$ cat config.mk
export PLATFORM = sky130hd
export DESIGN_NAME = round_stage
export DESIGN_NICKNAME = d
export VERILOG_FILES = /design/src/rtl/round_stage_pkg.sv /design/src/rtl/rnd_split.sv /design/src/rtl/rnd_decide.sv /design/src/rtl/rnd_incr.sv /design/src/rtl/round_stage.sv
export SDC_FILE = /design/constraint.sdc
export NUM_CORES = 1
export LEC_CHECK = 0
export BUFFER_PORTS_ARGS = -buffer_cell sky130_fd_sc_hd__buf_2
export CAP_MARGIN = 0
export CELL_PAD_IN_SITES_DETAIL_PLACEMENT = 1
export CELL_PAD_IN_SITES_GLOBAL_PLACEMENT = 1
export CORE_UTILIZATION = 30
export DETAILED_ROUTE_END_ITERATION = 7
export GPL_ROUTABILITY_DRIVEN = 1
export PLACE_DENSITY_LB_ADDON = 0.1
export SLEW_MARGIN = 20
export SYNTH_ARGS = -nofsm -noshare
export SYNTH_HDL_FRONTEND = slang
export SYNTH_SLANG_ARGS = --single-unit
export TNS_END_PERCENT = 100
$ cat constraint.sdc
create_clock -name clk -period 4 [get_ports clk]
set_input_delay 0.2 -clock clk [delete_from_list [all_inputs] [get_ports clk]]
set_output_delay 0.2 -clock clk [all_outputs]
set_load 0.02 [all_outputs]
$ cat src/rtl/round_stage_pkg.sv
// Package: shared types for the rounding stage.
// Assumes: the mode encoding is fixed by the caller's two-bit select.
package round_stage_pkg;
    typedef enum logic [1:0] {
        RM_NEAREST_EVEN = 2'b00,
        RM_TO_ZERO      = 2'b01,
        RM_TO_POS       = 2'b10,
        RM_TO_NEG       = 2'b11
    } rmode_e;
endpackage

$ cat src/rtl/rnd_split.sv
// Module: rnd_split
// Splits a significand into its kept part, the guard bit (top extra bit)
// and the sticky bit (OR of the remaining extra bits). It also flags inexact.
// Assumes: EXTRA_W >= 1.
module rnd_split #(
    parameter int KEEP_W  = 8,
    parameter int EXTRA_W = 2,
    localparam int W      = KEEP_W + EXTRA_W
) (
    input  logic [W-1:0]      sig_i,
    output logic [KEEP_W-1:0] kept_o,
    output logic              guard_o,
    output logic              sticky_o,
    output logic              inexact_o
);
    assign kept_o  = sig_i[W-1:EXTRA_W];
    assign guard_o = sig_i[EXTRA_W-1];

    // Sticky exists only when there is more than one extra bit.
    generate
        if (EXTRA_W > 1) begin : g_sticky
            assign sticky_o = |sig_i[EXTRA_W-2:0];
        end else begin : g_no_sticky
            assign sticky_o = 1'b0;
        end
    endgenerate

    assign inexact_o = guard_o | sticky_o;
endmodule

$ cat src/rtl/rnd_decide.sv
// Module: rnd_decide
// Decides whether the kept magnitude is incremented, from the mode, the sign,
// the kept LSB and the guard and sticky bits.
// Assumes: guard and sticky are taken from the bits directly below the LSB.
module rnd_decide
    import round_stage_pkg::*;
(
    input  rmode_e mode_i,
    input  logic   sign_i,
    input  logic   lsb_i,
    input  logic   guard_i,
    input  logic   sticky_i,
    output logic   inc_o
);
    // Per-mode increment rule.
    always_comb begin
        unique case (mode_i)
            RM_NEAREST_EVEN: inc_o = guard_i & (sticky_i | lsb_i);
            RM_TO_ZERO:      inc_o = 1'b0;
            RM_TO_POS:       inc_o = ~sign_i & (guard_i | sticky_i);
            RM_TO_NEG:       inc_o =  sign_i & (guard_i | sticky_i);
            default:         inc_o = 1'b0;
        endcase
    end
endmodule

$ cat src/rtl/rnd_incr.sv
// Module: rnd_incr
// Adds a single increment bit to the kept significand through an explicit
// ripple carry chain and reports the carry out of the top bit.
// Assumes: WIDTH >= 1.
module rnd_incr #(
    parameter int WIDTH = 8
) (
    input  logic [WIDTH-1:0] val_i,
    input  logic             inc_i,
    output logic [WIDTH-1:0] sum_o,
    output logic             carry_o
);
    logic [WIDTH:0] chain;

    assign chain[0] = inc_i;

    // One half-adder cell per bit.
    generate
        for (genvar i = 0; i < WIDTH; i++) begin : g_cell
            assign sum_o[i]     = val_i[i] ^ chain[i];
            assign chain[i+1]   = val_i[i] & chain[i];
        end
    endgenerate

    assign carry_o = chain[WIDTH];
endmodule

$ cat src/rtl/round_stage.sv
// Module: round_stage
// Rounds a sign-magnitude significand with EXTRA_W precision bits down to
// KEEP_W bits under one of four IEEE modes. The outputs are registered once.
// Assumes: the caller renormalises when carry_o is set (sig_o then reads 0).
module round_stage
    import round_stage_pkg::*;
#(
    parameter int KEEP_W  = 8,
    parameter int EXTRA_W = 2,
    localparam int W      = KEEP_W + EXTRA_W
) (
    input  logic              clk,
    input  logic              rst_n,
    input  logic              sign_i,
    input  logic [W-1:0]      sig_i,
    input  logic [1:0]        mode_i,
    output logic [KEEP_W-1:0] sig_o,
    output logic              carry_o,
    output logic              inexact_o
);
    rmode_e            mode_w;
    logic [KEEP_W-1:0] kept_w;
    logic [KEEP_W-1:0] sum_w;
    logic              guard_w;
    logic              sticky_w;
    logic              inexact_w;
    logic              inc_w;
    logic              cout_w;

    assign mode_w = rmode_e'(mode_i);

    rnd_split #(.KEEP_W(KEEP_W), .EXTRA_W(EXTRA_W)) split_i (
        .sig_i     (sig_i),
        .kept_o    (kept_w),
        .guard_o   (guard_w),
        .sticky_o  (sticky_w),
        .inexact_o (inexact_w)
    );

    rnd_decide decide_i (
        .mode_i   (mode_w),
        .sign_i   (sign_i),
        .lsb_i    (kept_w[0]),
        .guard_i  (guard_w),
        .sticky_i (sticky_w),
        .inc_o    (inc_w)
    );

    rnd_incr #(.WIDTH(KEEP_W)) incr_i (
        .val_i   (kept_w),
        .inc_i   (inc_w),
        .sum_o   (sum_w),
        .carry_o (cout_w)
    );

    // Output register with synchronous active-low clear.
    always_ff @(posedge clk) begin
        if (!rst_n) begin
            sig_o     <= '0;
            carry_o   <= 1'b0;
            inexact_o <= 1'b0;
        end else begin
            sig_o     <= sum_w;
            carry_o   <= cout_w;
            inexact_o <= inexact_w;
        end
    end

    // reset clears every output.
    p_reset_clear_r1: assert property (@(posedge clk)
        !rst_n |=> (sig_o == '0 && !carry_o && !inexact_o));

    // an overflowing increment leaves the kept bits at zero.
    p_carry_zero_r9: assert property (@(posedge clk) disable iff (!rst_n)
        carry_o |-> (sig_o == '0));

    // exact inputs pass through unchanged.
    p_exact_pass_r10: assert property (@(posedge clk) disable iff (!rst_n)
        ($past(rst_n) && $past(sig_i[EXTRA_W-1:0]) == '0)
        |-> (sig_o == $past(sig_i[W-1:EXTRA_W]) && !carry_o && !inexact_o));

    // toward zero never increments.
    p_to_zero_noinc_r5: assert property (@(posedge clk) disable iff (!rst_n)
        ($past(rst_n) && $past(mode_i) == 2'b01)
        |-> (sig_o == $past(sig_i[W-1:EXTRA_W]) && !carry_o));

    // toward +inf keeps the magnitude of negative values.
    p_to_pos_neg_r6: assert property (@(posedge clk) disable iff (!rst_n)
        ($past(rst_n) && $past(mode_i) == 2'b10 && $past(sign_i))
        |-> (sig_o == $past(sig_i[W-1:EXTRA_W]) && !carry_o));

    // toward -inf keeps the magnitude of positive values.
    p_to_neg_pos_r7: assert property (@(posedge clk) disable iff (!rst_n)
        ($past(rst_n) && $past(mode_i) == 2'b11 && !$past(sign_i))
        |-> (sig_o == $past(sig_i[W-1:EXTRA_W]) && !carry_o));

    // inexact follows the extra bits in every mode.
    p_inexact_r8: assert property (@(posedge clk) disable iff (!rst_n)
        $past(rst_n) |-> (inexact_o == ($past(sig_i[EXTRA_W-1:0]) != '0)));
endmodule

# After elaboration in Yosys (flattened, before gate mapping)
# Index checks and enable logic that the tools add are counted.
# totals
ff_bits	10
inputBits	15
output_inout_bits	10
word_cells	30
# op_classes
n_eq_ne	3
muxes	1
n_bitwise	22
n_reduce_logical	1
# op_table
cell	n
1-bit bitwise AND	11
1-bit bitwise XOR	8
2-bit equality test (second input constant)	2
1-bit case mux with 4 select lines	1
2-bit by 1-bit equality test with 1-bit output (second input constant)	1
2-bit logical NOT	1
1-bit OR	2
1-bit NOT	1

# Depth between registers and ports, before layout
# logic_depth
ltp_word	11
ltp_mapped	11
mapped_depth_nobuf	11

# Hierarchy
# From an unflattened synthesis, not the netlist that was laid out.
# unflattened
hier_cells	44
area_unflattened_um2	479.2
# modules_own_cells
mod	n_inst	cells_per_inst	area_per_inst_um2	seq_area_each_um2
round_stage	1	20	262.8	200.2
rnd_incr	1	8	100.1	0.0
rnd_split	1	11	81.3	0.0
rnd_decide	1	5	35.0	0.0

# Worst setup path after synthesis
# Ideal clock, no wire load.
# synth_timing
path_type	input to register
from	in mode_i[1]
to	reg sig_o[7]
setup_time_ns	0.115
arrival_ns	2.028
t_required_ns	3.885
path_slack_ns	1.857
cell_stages	11
path_buffers	0
path_cell_list	nor3_1 > nor4_1 > ha_1 > ha_1 > ha_1 > ha_1 > ha_1 > ha_1 > ha_1 > ha_1 > and2_1
# synth_between
elab_chain_cells	10
word_cells_on_any_way	13
cone_classes	eq/ne (3); mux (1); bitwise (8); reduce/logical (1)
# synth_rtl
item	line_no	text
from (decl)	round_stage.sv:16	input logic [1:0] mode_i,
2-bit equality test (tied with other cells)	rnd_decide.sv:17	unique case (mode_i)
1-bit case mux with 4 select lines (*)	rnd_decide.sv:17	
1-bit bitwise AND (*) (7 in series)	rnd_incr.sv:21	assign chain[i+1] = val_i[i] & chain[i];
1-bit bitwise XOR (*)	rnd_incr.sv:20	assign sum_o[i] = val_i[i] ^ chain[i];
net incr_i.sum_o[7]	rnd_incr.sv:10	output logic [WIDTH-1:0] sum_o,
to (signal assigned)	round_stage.sv:63	sig_o <= sum_w;
to (decl)	round_stage.sv:17	output logic [KEEP_W-1:0] sig_o,
# Mark *: on every way through the listed nets, which the timed path passes. The rest lies on a longest branch.
# A chain may end at the register's enable or synchronous reset.

# Worst setup path after layout
# Same ends and word-level chain as after synthesis.

==> key figures <==
Outcome
  – Status: finished clean

GRT
  – GR Overflow Total: 0
  – Pin count of the biggest net entering global routing: 11
  – Initial antenna violation count: 0
  – Tot GR Track Use: 14.1%
  – Vias in the first global route: 338
  – First-pass GRT wire length: 1300 um

Timing
  – Worst-margin pin slew: ~280 ps
  – Rel. slew slack: 81.4%
  – Hold slack final: 163 ps
  – Final Hold Viols: 0
  – Shortest period the worst path allows: 2100 ps
  – Pins over their slew limit: 0
  – Setup TNS: 0 ps
  – Period utilization: between 50% and 60%
  – Final setup vio count: 0
  – Fmax: about 0.48 GHz
  – RSZ-0062 raised after global routing: no

Placement
  – Port Buf Inserts: 24
  – DP Wirelength: 696 um
  – Cell Count Post-Placement: 71
  – Placed cell area: 534 um2
  – Routability cong.: 0.540

Detailed routing
  – Final WL: 796 um
  – DR vias/cell: 4.56
  – Via Count: 342
  – TritonRoute pass-1 iters: 1
  – Routed Antenna Nets: 0
  – Starting DRT DRC Count: 0
  – DRC viols: 0
  – Mean routed wirelength per cell: 10.6 um

Yosys
  – YS warnings: 0
  – Synth unique cells: 9
  – Commonest cells in the netlist: 10 x dfxtp_1, 9 x and2_1, 8 x ha_1
  – Count leader, synth: dfxtp_1
  – Top_reg_cell synth: dfxtp_1
  – Leading post-synthesis cells by cell area: dfxtp_1 50%, ha_1 25%, and2_1 14%
  – Syn_area_per_cell: ~12 um2
  – EDFF count, synth: 0
  – Syn nets: 56
  – Asr flop ratio synth: 0%
  – Area leader, netlist: dfxtp_1
  – Seq/Total Area, Yosys: 50.5%
  – Mapped Area: 397 um2
  – Synth Instances: 33
  – Synth Register Bits: 10
  – Top cell type's share of synthesized area: 50.5%

Finish
  – Antenna cells: 0
  – Design area: 571 um2
  – Fill count: 144
  – Area growth syn-to-layout: 43.8%
  – Nets@finish: 85
  – Layout cells sized above 1: 45.9%
  – Finished Layout Cells: 75

Floorplanning
  – FP Rows: 12
  – Initial core utilization: 33.9%
  – Die extent in x: 38.4 um
  – Die ar.: about 0.0015 mm2
  – Die Y: 38.4 um
  – Core area: 0.00117 mm2
  – Io pins: 25

Min path
  – Worst Min Path Start: sig_i[1]
  – Hold Crit Class: input pin to register
  – Cell count of the worst hold path: 2
  – Hold Path End: inexact_o

CTS
  – Clk buf depth: 2
  – H-tree depth: 1
  – CTS buffer count: 3
  – Hold-fix buffers, CTS: 0
  – Post-CTS sizing: 0
  – Clock Root Buffer: clkbuf_4
  – Setup repair bufs after CTS: 0
  – TritonCTS Sinks: 10
  – Clock-pin slew on the worst setup and hold paths: 70 ps
  – CTS tree: done

Setup path
  – CP arrival: 2270 ps
  – WS Path Type: input pin to register
  – Setup crit start kind: input pin
  – Crit path required time: around 4200 ps
  – Crit. End Element: register
  – Worst-path fanout max: 4

Flow run
  – Max cap viols: 0

Power and ir drop
  – Peak supply drop: 202 uV
  – Pwr per Cell Area: 403 mW/mm2
  – Static leakage: 0.318 nW
## registers in the layout (all words and copies together) (netlist names)
signal / cells
sig_o: 8
carry_o: 1
inexact_o: 1
## cell usage in the layout (no fill, tap or decap)
cell,netlist,routed
buf_2,0,24
dfxtp_1,10,10
and2_1,9,9
ha_1,8,8
clkbuf_4,0,3
nor3_1,1,1
a21oi_1,1,1
and3b_1,1,1
a21boi_0,1,1
nor4_1,1,1
o21a_1,1,1
clkbuf_8,0,1
## how the worst max path moves through the flow
| stage | startpoint | endpoint | slack [ps] | cells past startpoint |
|---|---|---|---|---|
| floorplan | mode_i[1] | sig_o[7] | 1860 | 11 |
| global placement | mode_i[1] | sig_o[7] | 1660 | 12 |
| detailed placement | mode_i[1] | sig_o[7] | 1590 | 12 |
| CTS | mode_i[1] | sig_o[7] | 1880 | 12 |
| global route | mode_i[1] | sig_o[7] | 1740 | 12 |
| finish | mode_i[1] | sig_o[7] | 1900 | 12 |
## power breakdown
| group | internal, mW | switching, mW |
|---|---|---|
| Sequential | 0.106 | 0.00131 |
| Clock | 0.0553 | 0.0354 |
| Combinational | 0.0148 | 0.0177 |
| Total | 0.176 | 0.0544 |
## area by class of cell
class,count,area [um2],area share (%)
Clock buffer,4,36.3,6.36
Tap cell,14,17.5,3.07
Multi-Input combinational cell,23,196,34.4
Sequential cell,10,200,35.1
Timing Repair Buffer,24,120,21.1
## worst max-delay path, stage by stage
cell	delay, ps
buf_2	120
nor3_1	170
nor4_1	80
ha_1	180
ha_1	180
ha_1	180
ha_1	180
ha_1	180
ha_1	190
ha_1	190
ha_1	260
and2_1	150
## routing by layer
| metal | global-route usage [%] | vias to the layer above | share of wire [%] |
|---|---|---|---|
| met1 | 13.6 | 153 | 36 |
| met2 | 25.4 | 18 | 52 |
| li1 | - | 169 | - |
| met5 | 0 | - | 0 |
| met4 | 7.76 | 0 | 1.6 |
| met3 | 5.23 | 2 | 10 |
## per-stage QoR
stage	util [%]	power, mW	worst slack, ps
after floorplan	-	0.126	1860
after global placement	45.6	0.140	1660
after detailed placement	45.6	0.143	1590
after CTS	48.7	0.235	1880
after global routing	48.7	0.241	1740
final	48.7	0.230	1900
## kinds of logic (layout without fill, tap and decap cells)
kind of cell	after synthesis	count (layout)	share of synthesized area, %
buffers and inverters	0	28	0
AND/OR/NAND/NOR	12	12	19.2
adder cells (fa/ha/maj)	8	8	25.2
flip-flops	10	10	50.5
AO/OA/AOI/OAI	3	3	5.05
No activity file was read; power rests on OpenSTA's default activity.
